### config.mk
export PLATFORM = sky130hd
export DESIGN_NAME = rx_irq_status
export DESIGN_NICKNAME = d
export VERILOG_FILES = /design/src/rtl/irq_pkg.sv /design/src/rtl/irq_sticky.sv /design/src/rtl/irq_wdog.sv /design/src/rtl/irq_rxlvl.sv /design/src/rtl/rx_irq_status.sv
export SDC_FILE = /design/constraint.sdc
export NUM_CORES = 1
export LEC_CHECK = 0
export ABC_AREA = 1
export BUFFER_PORTS_ARGS = -buffer_cell sky130_fd_sc_hd__buf_2
export CAP_MARGIN = 30
export CORE_ASPECT_RATIO = 1.75
export CORE_UTILIZATION = 48
export DETAILED_ROUTE_END_ITERATION = 8
export PLACE_DENSITY = 0.73
export SYNTH_ARGS = -nofsm -noshare
export SYNTH_HDL_FRONTEND = slang
export SYNTH_SLANG_ARGS = --single-unit
### constraint.sdc
create_clock -name clk -period 1.5 [get_ports clk]
set_input_delay 0.225 -clock clk [delete_from_list [all_inputs] [get_ports clk]]
set_output_delay 0.225 -clock clk [all_outputs]
set_load 0.03 [all_outputs]
### src/rtl/irq_pkg.sv
package irq_pkg;
  localparam int unsigned ISR_W   = 8;
  localparam int unsigned BIT_IO  = 7;
  localparam int unsigned BIT_WD  = 6;
  localparam int unsigned BIT_ADR = 5;
  localparam int unsigned BIT_XON = 4;
  localparam int unsigned BIT_RSV = 3;
  localparam int unsigned BIT_BRK = 2;
  localparam int unsigned BIT_RXR = 1;
  localparam int unsigned BIT_TXR = 0;

  localparam logic [4:0] CMD_CLR_BRK = 5'b00101;
  localparam logic [4:0] CMD_CLR_ADR = 5'b11011;

  typedef enum logic [1:0] {
    LVL_ANY  = 2'b00,
    LVL_HALF = 2'b01,
    LVL_3Q   = 2'b10,
    LVL_FULL = 2'b11
  } rx_lvl_e;
endpackage

### src/rtl/irq_sticky.sv
module irq_sticky (
  input  logic clk,
  input  logic rst,
  input  logic set_i,
  input  logic clr_i,
  output logic d_o,
  output logic q_o
);
  // set has priority so an event arriving during a clear is kept
  always_comb d_o = set_i | (q_o & ~clr_i);

  always_ff @(posedge clk) begin
    if (rst) q_o <= 1'b0;
    else     q_o <= d_o;
  end
endmodule

### src/rtl/irq_wdog.sv
module irq_wdog #(
  parameter int WDOG_BITS = 64,
  parameter int LVL_W     = 5
) (
  input  logic             clk,
  input  logic             rst,
  input  logic             bit_tick,
  input  logic [LVL_W-1:0] fifo_level,
  input  logic             fifo_push,
  input  logic             fifo_read,
  output logic             expire_o
);
  localparam int CNT_W = $clog2(WDOG_BITS + 2);
  localparam logic [CNT_W-1:0] LIMIT = CNT_W'(WDOG_BITS);

  logic [CNT_W-1:0] cnt_q;
  logic             fifo_empty, fifo_evt;

  always_comb begin
    fifo_empty = (fifo_level == '0);
    fifo_evt   = fifo_push | fifo_read;
    expire_o   = bit_tick & ~fifo_evt & ~fifo_empty & (cnt_q == LIMIT);
  end

  always_ff @(posedge clk) begin
    if (rst || fifo_evt || fifo_empty) cnt_q <= '0;
    else if (bit_tick && cnt_q <= LIMIT) cnt_q <= cnt_q + 1'b1;
  end
endmodule

### src/rtl/irq_rxlvl.sv
module irq_rxlvl
  import irq_pkg::*;
#(
  parameter int FIFO_DEPTH = 16,
  parameter int LVL_W      = 5
) (
  input  logic [LVL_W-1:0] fifo_level,
  input  logic [1:0]       rx_level_sel,
  output logic             ready_o
);
  localparam logic [LVL_W-1:0] TH_ANY  = LVL_W'(1);
  localparam logic [LVL_W-1:0] TH_HALF = LVL_W'(FIFO_DEPTH / 2);
  localparam logic [LVL_W-1:0] TH_3Q   = LVL_W'((FIFO_DEPTH * 3) / 4);
  localparam logic [LVL_W-1:0] TH_FULL = LVL_W'(FIFO_DEPTH);

  always_comb begin
    unique case (rx_lvl_e'(rx_level_sel))
      LVL_ANY:  ready_o = (fifo_level >= TH_ANY);
      LVL_HALF: ready_o = (fifo_level >= TH_HALF);
      LVL_3Q:   ready_o = (fifo_level >= TH_3Q);
      LVL_FULL: ready_o = (fifo_level >= TH_FULL);
      default:  ready_o = 1'b0;
    endcase
  end
endmodule

### src/rtl/rx_irq_status.sv
module rx_irq_status
  import irq_pkg::*;
#(
  parameter  int FIFO_DEPTH = 16,
  parameter  int WDOG_BITS  = 64,
  localparam int LVL_W      = $clog2(FIFO_DEPTH + 1)
) (
  input  logic             clk,
  input  logic             rst,
  input  logic             bit_tick,
  input  logic             io_change_evt,
  input  logic             addr_match_evt,
  input  logic             xon_xoff_evt,
  input  logic             break_edge_evt,
  input  logic             tx_ready,
  input  logic [LVL_W-1:0] fifo_level,
  input  logic             fifo_push,
  input  logic             fifo_read,
  input  logic             cmd_valid,
  input  logic [4:0]       cmd_code,
  input  logic             rd_ipr,
  input  logic             rd_flow_status,
  input  logic             mask_wr,
  input  logic [7:0]       mask_data,
  input  logic             masked_read_mode,
  input  logic [1:0]       rx_level_sel,
  output logic [7:0]       isr_view,
  output logic             irq
);
  localparam int N_STICKY = 5;
  localparam int unsigned STICKY_POS [N_STICKY] = '{BIT_IO, BIT_WD, BIT_ADR, BIT_XON, BIT_BRK};

  logic                wd_expire, rx_rdy;
  logic [N_STICKY-1:0] st_set, st_clr, st_d, st_q;
  logic [ISR_W-1:0]    status_d, mask_d, mask_q, view_q;
  logic                irq_q;

  irq_wdog #(.WDOG_BITS(WDOG_BITS), .LVL_W(LVL_W)) u_wdog (
    .clk(clk), .rst(rst), .bit_tick(bit_tick), .fifo_level(fifo_level),
    .fifo_push(fifo_push), .fifo_read(fifo_read), .expire_o(wd_expire));

  irq_rxlvl #(.FIFO_DEPTH(FIFO_DEPTH), .LVL_W(LVL_W)) u_rxlvl (
    .fifo_level(fifo_level), .rx_level_sel(rx_level_sel), .ready_o(rx_rdy));

  always_comb begin
    st_set = {break_edge_evt, xon_xoff_evt, addr_match_evt, wd_expire, io_change_evt};
    st_clr = {cmd_valid && (cmd_code == CMD_CLR_BRK),
              rd_flow_status,
              cmd_valid && (cmd_code == CMD_CLR_ADR),
              fifo_push | fifo_read,
              rd_ipr};
  end

  for (genvar gi = 0; gi < N_STICKY; gi++) begin : g_sticky
    irq_sticky u_bit (
      .clk(clk), .rst(rst), .set_i(st_set[gi]), .clr_i(st_clr[gi]),
      .d_o(st_d[gi]), .q_o(st_q[gi]));
  end

  always_comb begin
    status_d = '0;
    for (int i = 0; i < N_STICKY; i++) status_d[STICKY_POS[i]] = st_d[i];
    status_d[BIT_RSV] = 1'b0;
    status_d[BIT_RXR] = rx_rdy;
    status_d[BIT_TXR] = tx_ready;
    mask_d = mask_wr ? mask_data : mask_q;
  end

  always_ff @(posedge clk) begin
    if (rst) begin
      mask_q <= '0;
      view_q <= '0;
      irq_q  <= 1'b0;
    end else begin
      mask_q <= mask_d;
      irq_q  <= |(status_d & mask_d);
      view_q <= masked_read_mode ? (status_d & mask_d) : status_d;
    end
  end

  assign isr_view = view_q;
  assign irq      = irq_q;
endmodule

==> results.txt, run 1 <==
routed wire length on met3: 100 um
cell mode on critical path: inv_1
Iteration-0 DRC Markers: 8
input/output buffers: 41
# DRC: 0
Sink Count: 27
Net Switching: 368 uW
Pint: 1.02 mW
status: finished, final reports clean
die width: 40.8 um
Total GRT Usage: 22.0%
PD cells: 900 nW/um^2
post-CTS setup buffer count: 0
mux cell area share after synthesis: 0.791%
Gate Count Post-Synth: 184
CTS tree: yes
final period utilization: 86.1%
Peak Freq: 0.775 GHz
# hold bufs at CTS: 0
First-pass DRT Iterations: 4
Top Metal Used: met4
GP Congestion: 0.728
post-CTS sizing: 0
largest net degree at the start of global routing: 16
switching share of power: 26.5%
syn_nets: 221
CTS root buf: clkbuf_8
routed wl met2: 1550 um
Crit Path Class: flip-flop to flip-flop
Yosys cell types: 27
RSZ-0062 raised after global routing: false
Max VDD drop: 0.000498 V
final hold vios: 0
# diodes: 0
clk_skew: 0.00432 ns
setup TNS: 0 ns
crit path max fanout: 7
Max Buffers Root-to-Sink: 2
Critical Path End Type: flip-flop
clk_lat worst skew: 0.27 ns
crit-path cells: inv_1, ha_1, inv_1, nor2_2, nand2_2, nand2_4, inv_4, nor2_4, nand3_1, a21oi_2
Clock Power Share: 29.4%
Logic pwr share: 16.1%
Tot Pwr: 1.39 mW
Leak: 0.841 nW
simple-gate share of the synthesized area: 31.9%
crit path launch type: flip-flop
H-tree depth: 1
Reg power frac: 54.5%
final-stage net count: 266
slowest CP cell: dfxtp_1
Post-synth EDFFs: 0
via count: 1225
Post-synth ARST share: 0%
io pins: 44
Primary FF master, synth: dfxtp_1
Mapped Area: 1260 um^2
post-synthesis average cell area: 6.87 um^2
total of max-cap violations: 0
M1 wire length: 991 um
crit path time final: 1.29 ns
starting density of the core: 50.8%
layout cells sized above 1: 25.0%
core area: 2490 um^2
final setup violating endpoints: 0
Max Transition Viols Final: 0
row count: 24
gr ovfl total: 0
Compound-Gate Fraction of Synth Area: 9.59%
Synth Register Bits: 27
largest family of logic cells by synthesized area: simple AND/OR/NAND/NOR gates
area grow syn2layout: 22.2%
CTS clk-pin slew, worst paths: 0.09 ns
Synthesis Warnings: 0
number of antenna-violating nets in the routed design: 0
CP arrival: 1.51 ns
TritonCTS buffer count: 3
first-pass GRT wire length: 4530 um
vias per cell: 4.82
Post-Synth XOR/XNOR Area: 0%
CP peak stage delay: 0.33 ns
HP Class: input pin to flip-flop
initial antenna violation count: 0
drt total wl: 2740 um
vias in the first global route: 1175
Detail Placement HPWL: 2320 um
Synth Area in Adders: 1.98%
die height: 69.9 um
Worst Path Required: 1.72 ns
die area: 2850 um^2
WL per Instance: 10.8 um
sequential share of the synthesized area: 42.7%
## critical path, delay by kind of cell, from the launching register on
family,cells,cell delay [ns]
AND/OR/NAND/NOR,5,0.48
adder cells (fa/ha/maj),1,0.14
buffers and inverters,3,0.18
AO/OA/AOI/OAI,1,0.11
flip-flops,1,0.33
## synth_stat cells, drive strengths merged (2+ instances only)
| library cell | number | area [um^2] |
|---|---|---|
| nand4 | 3 | 18.8 |
| buf | 2 | 15.0 |
| dfxtp | 27 | 541 |
| or2 | 2 | 12.5 |
| nand2 | 47 | 186 |
| ha | 2 | 25.0 |
| o21ai | 6 | 30.0 |
| nand3 | 8 | 40.0 |
| nand3b | 2 | 15.0 |
| inv | 37 | 141 |
| nor2 | 28 | 120 |
| a21boi | 2 | 15.0 |
| a21oi | 10 | 53.8 |
| o21a | 2 | 15.0 |
## metal layers
layer	track usage [%]	up-vias
li1	-	644
met1	19.8	534
met2	41.3	35
met3	2.54	12
met4	10.7	0
met5	0	-
## cell families after synthesis
family          count (synthesis)
simple gates                   92
buf+inv                        40
flops                          27
compound gates                 21
fa+ha+maj                       2
mux                             1
other cells                     1
## final timing paths
kind	from	endpoint	slack (ns)	cells after the start
setup / recovery	u_wdog.cnt_q[1]	u_wdog.cnt_q[6]	0.21	10
hold / removal	tx_ready	isr_view[0]	0.19	3
setup reg to reg	u_wdog.cnt_q[1]	u_wdog.cnt_q[6]	0.21	10
hold reg to reg	u_wdog.cnt_q[3]	u_wdog.cnt_q[3]	0.47	2
## cell usage in the layout, fill, tap and decap left out
| master | Yosys | final |
|---|---|---|
| a211oi_1 | 1 | 1 |
| a21boi_0 | 2 | 2 |
| a21oi_1 | 9 | 9 |
| a21oi_2 | 1 | 1 |
| and3_1 | 1 | 1 |
| buf_2 | 0 | 41 |
| buf_4 | 2 | 2 |
| clkbuf_8 | 0 | 3 |
| clkinv_2 | 0 | 1 |
| conb_1 | 1 | 1 |
| dfxtp_1 | 27 | 27 |
| ha_1 | 2 | 2 |
| inv_1 | 34 | 34 |
| inv_2 | 2 | 2 |
| inv_4 | 1 | 1 |
| mux2i_1 | 1 | 1 |
| nand2_1 | 45 | 45 |
| nand2_2 | 1 | 1 |
| nand2_4 | 1 | 1 |
| nand3_1 | 8 | 8 |
| nand3b_1 | 2 | 2 |
| nand4_1 | 3 | 3 |
| nor2_1 | 24 | 24 |
| nor2_2 | 3 | 3 |
| nor2_4 | 1 | 1 |
| nor3_1 | 1 | 1 |
| o21a_1 | 2 | 2 |
| o21ai_0 | 6 | 6 |
| or2_1 | 2 | 2 |
## cell type report
cell class | count | area (um^2)
Fill cell | 254 | 947
Multi-Input combinational cell | 117 | 564
Sequential cell | 27 | 541
Timing Repair Buffer | 43 | 220
Inverter | 37 | 141
Clock buffer | 3 | 41.3
Tap cell | 26 | 32.5
Clock inverter | 1 | 5.00
## flip-flops by register name, indices dropped and copies added (netlist names)
register,flops
u_wdog.cnt_q,7
g_sticky.u_bit.q_o,5
mask_q,7
isr_view,7
irq,1
## through the flow
stage	hold WS, ns	utilization (%)	cells	cell area, um^2	worst slack [ns]
3_5_place_dp	0.463	60.1	250	1500	0.218
6_report	0.188	62.0	254	1550	0.209
3_3_place_gp	0.453	60.1	250	1500	0.275
4_1_cts	0.191	62.0	254	1550	0.195
5_1_grt	0.228	62.0	254	1550	0.0799
2_1_floorplan	0.302	-	184	1260	0.236
## power by group through the flow
| stage | logic [mW] | clock network, mW | registers (mW) |
|---|---|---|---|
| finish | 0.224 | 0.408 | 0.758 |
| global route | 0.254 | 0.439 | 0.764 |
| CTS | 0.225 | 0.407 | 0.758 |
| detailed placement | 0.224 | 0 | 0.775 |
| global placement | 0.215 | 0 | 0.774 |
| floorplan | 0.111 | 0 | 0.804 |
Power figures use the tool's default switching activity.
==> run 2: changes to the inputs <==
- BUFFER_PORTS_ARGS: -buffer_cell sky130_fd_sc_hd__buf_2 -> -buffer_cell sky130_fd_sc_hd__buf_4
==> results.txt, run 2 (synthesis gave the netlist of run 1 again) <==
status: finished, final reports clean
number of antenna-violating nets in the routed design: 0 (unchanged)
Post-Route Utilization: 66.1% (+4.1 points)
First-pass DRT Iterations: 4 (unchanged)
Max Transition Viols Final: 0 (unchanged)
vias in the first global route: 1190 (+1.3%)
final-stage net count: 266 (unchanged)
PD cells: 857 nW/um^2 (-4.7%)
post-CTS sizing: 0 (unchanged)
starting density of the core: 50.8% (unchanged)
Critical Path End Type: flip-flop
H-tree depth: 1 (unchanged)
cell mode on critical path: inv_1
GP Congestion: 0.748 (+2.7%)
area grow syn2layout: 30.2%
CP arrival: 1.49 ns (-0.02 ns)
setup TNS: 0 ns (unchanged)
drt total wl: 2720 um (-0.95%)
final period utilization: 85.7% (-0.36 points)
r2r worst-path depth: 10 (unchanged)
Crit Path Class: flip-flop to flip-flop
Detail Placement HPWL: 2220 um (-4.3%)
row count: 24 (unchanged)
die width: 40.8 um (unchanged)
WL per Instance: 10.7 um (-0.95%)
die area: 2850 um^2 (unchanged)
initial antenna violation count: 0 (unchanged)
FF-to-FF Start: u_wdog.cnt_q[1]
placed cell area: 1600 um^2 (+6.8%)
most frequent cells in the layout: 45 x nand2_1, 43 x buf_4, 34 x inv_1, 27 x dfxtp_1, 24 x nor2_1
total of max-cap violations: 0 (unchanged)
RR Endpoint: u_wdog.cnt_q[6]
Peak Freq: 0.778 GHz (+0.42%)
crit path max fanout: 7 (unchanged)
fill count: 232 (-8.7%)
# DRC: 0 (unchanged)
Final Cell Area: 1650 um^2 (+6.6%)
Hold Crit Depth: 3 (unchanged)
hold endpoint: isr_view[0]
Total GRT Usage: 21.9% (-0.11 points)
Iteration-0 DRC Markers: 19 (+11)
Max Buffers Root-to-Sink: 2 (unchanged)
largest net degree at the start of global routing: 15 (-1)
input/output buffers: 41 (unchanged)
Place WS: 0.222 ns (+0.00392 ns)
Worst Path Required: 1.71 ns (about the same)
layout cells sized above 1: 24.6% (-0.44 points)
CP startpoint: u_wdog.cnt_q[1]
Hold Startpoint: tx_ready
crit path time final: 1.29 ns (-0.00545 ns)
Max VDD drop: 0.000689 V (+38%)
first-pass GRT wire length: 4550 um (+0.46%)
final setup violating endpoints: 0 (unchanged)
CTS clk-pin slew, worst paths: 0.09 ns (about the same)
slowest CP cell: dfxtp_1
die height: 69.9 um (unchanged)
clk_skew: 0.00365 ns (-0.000665 ns)
post-CTS setup buffer count: 0 (unchanged)
commonest non-fill, non-tap cell in the layout: nand2_1
CTS tree: yes
crit path launch type: flip-flop
Sink Count: 27 (unchanged)
gr ovfl total: 0 (unchanged)
CP peak stage delay: 0.32 ns (about the same)
clk_lat worst skew: 0.27 ns (about the same)
final hold vios: 0 (unchanged)
Tot Pwr: 1.41 mW (+1.5%)
HP Class: input pin to flip-flop
vias per cell: 4.74 (-1.6%)
# diodes: 0 (unchanged)
RSZ-0062 raised after global routing: false
io pins: 44 (unchanged)
Leak: 0.869 nW (+3.4%)
TritonCTS buffer count: 3 (unchanged)
Worst Setup Slack, final: 0.215 ns (+0.00545 ns)
R2R Setup Slk: 0.21 ns (about the same)
core area: 2490 um^2 (unchanged)
# hold bufs at CTS: 0 (unchanged)
via count: 1205 (-1.6%)
CTS root buf: clkbuf_8
crit-path cells: inv_1, ha_1, inv_1, nor2_2, nand2_2, nand2_4, inv_4, nor2_4, nand3_1, a21oi_2
run 2: how the worst max path moves through the flow:
| stage | to | slack [ns] | depth (start not counted) |
|---|---|---|---|
| floorplan | u_wdog.cnt_q[4] | 0.24 | 10 |
| global placement | u_wdog.cnt_q[5] | 0.28 | 9 |
| detailed placement | u_wdog.cnt_q[6] | 0.22 | 10 |
| CTS | u_wdog.cnt_q[6] | 0.20 | 10 |
| global route | isr_view[6] | 0.09 | 8 |
| finish | u_wdog.cnt_q[6] | 0.21 | 10 |
run 2: critical path: cells and delay by family, from the launching register on:
kind,cells,cell delay (ns)
compound gates,1,0.12
fa+ha+maj,1,0.14
buf+inv,3,0.19
flops,1,0.32
simple gates,5,0.45
run 2: layer usage:
layer,global-route usage (%),vias to the layer above,share of wire (%)
met5,0,-,0
met4,8.52,0,1.7
met3,2.22,6,3.5
met2,41.3,32,59
met1,20.8,525,36
li1,-,642,-
run 2: per-stage QoR:
| step | instances | hold WS [ns] |
|---|---|---|
| floorplan | 184 | 0.302 |
| global placement | 250 | 0.461 |
| detailed placement | 250 | 0.472 |
| CTS | 254 | 0.192 |
| global route | 254 | 0.198 |
| finish | 254 | 0.192 |
run 2: layout make-up:
| class | instances | area, um^2 | area share (%) |
|---|---|---|---|
| Multi-Input combinational cell | 117 | 564 | 34.3 |
| Sequential cell | 27 | 541 | 32.8 |
| Timing Repair Buffer | 43 | 323 | 19.6 |
| Inverter | 37 | 141 | 8.59 |
| Clock buffer | 4 | 45.0 | 2.74 |
| Tap cell | 26 | 32.5 | 1.98 |
run 2: report_power, final:
| group | internal (mW) | switching, mW | total [mW] |
|---|---|---|---|
| sequential | 0.750 | 0.00817 | 0.758 |
| clock | 0.190 | 0.210 | 0.400 |
| combinational | 0.117 | 0.136 | 0.253 |
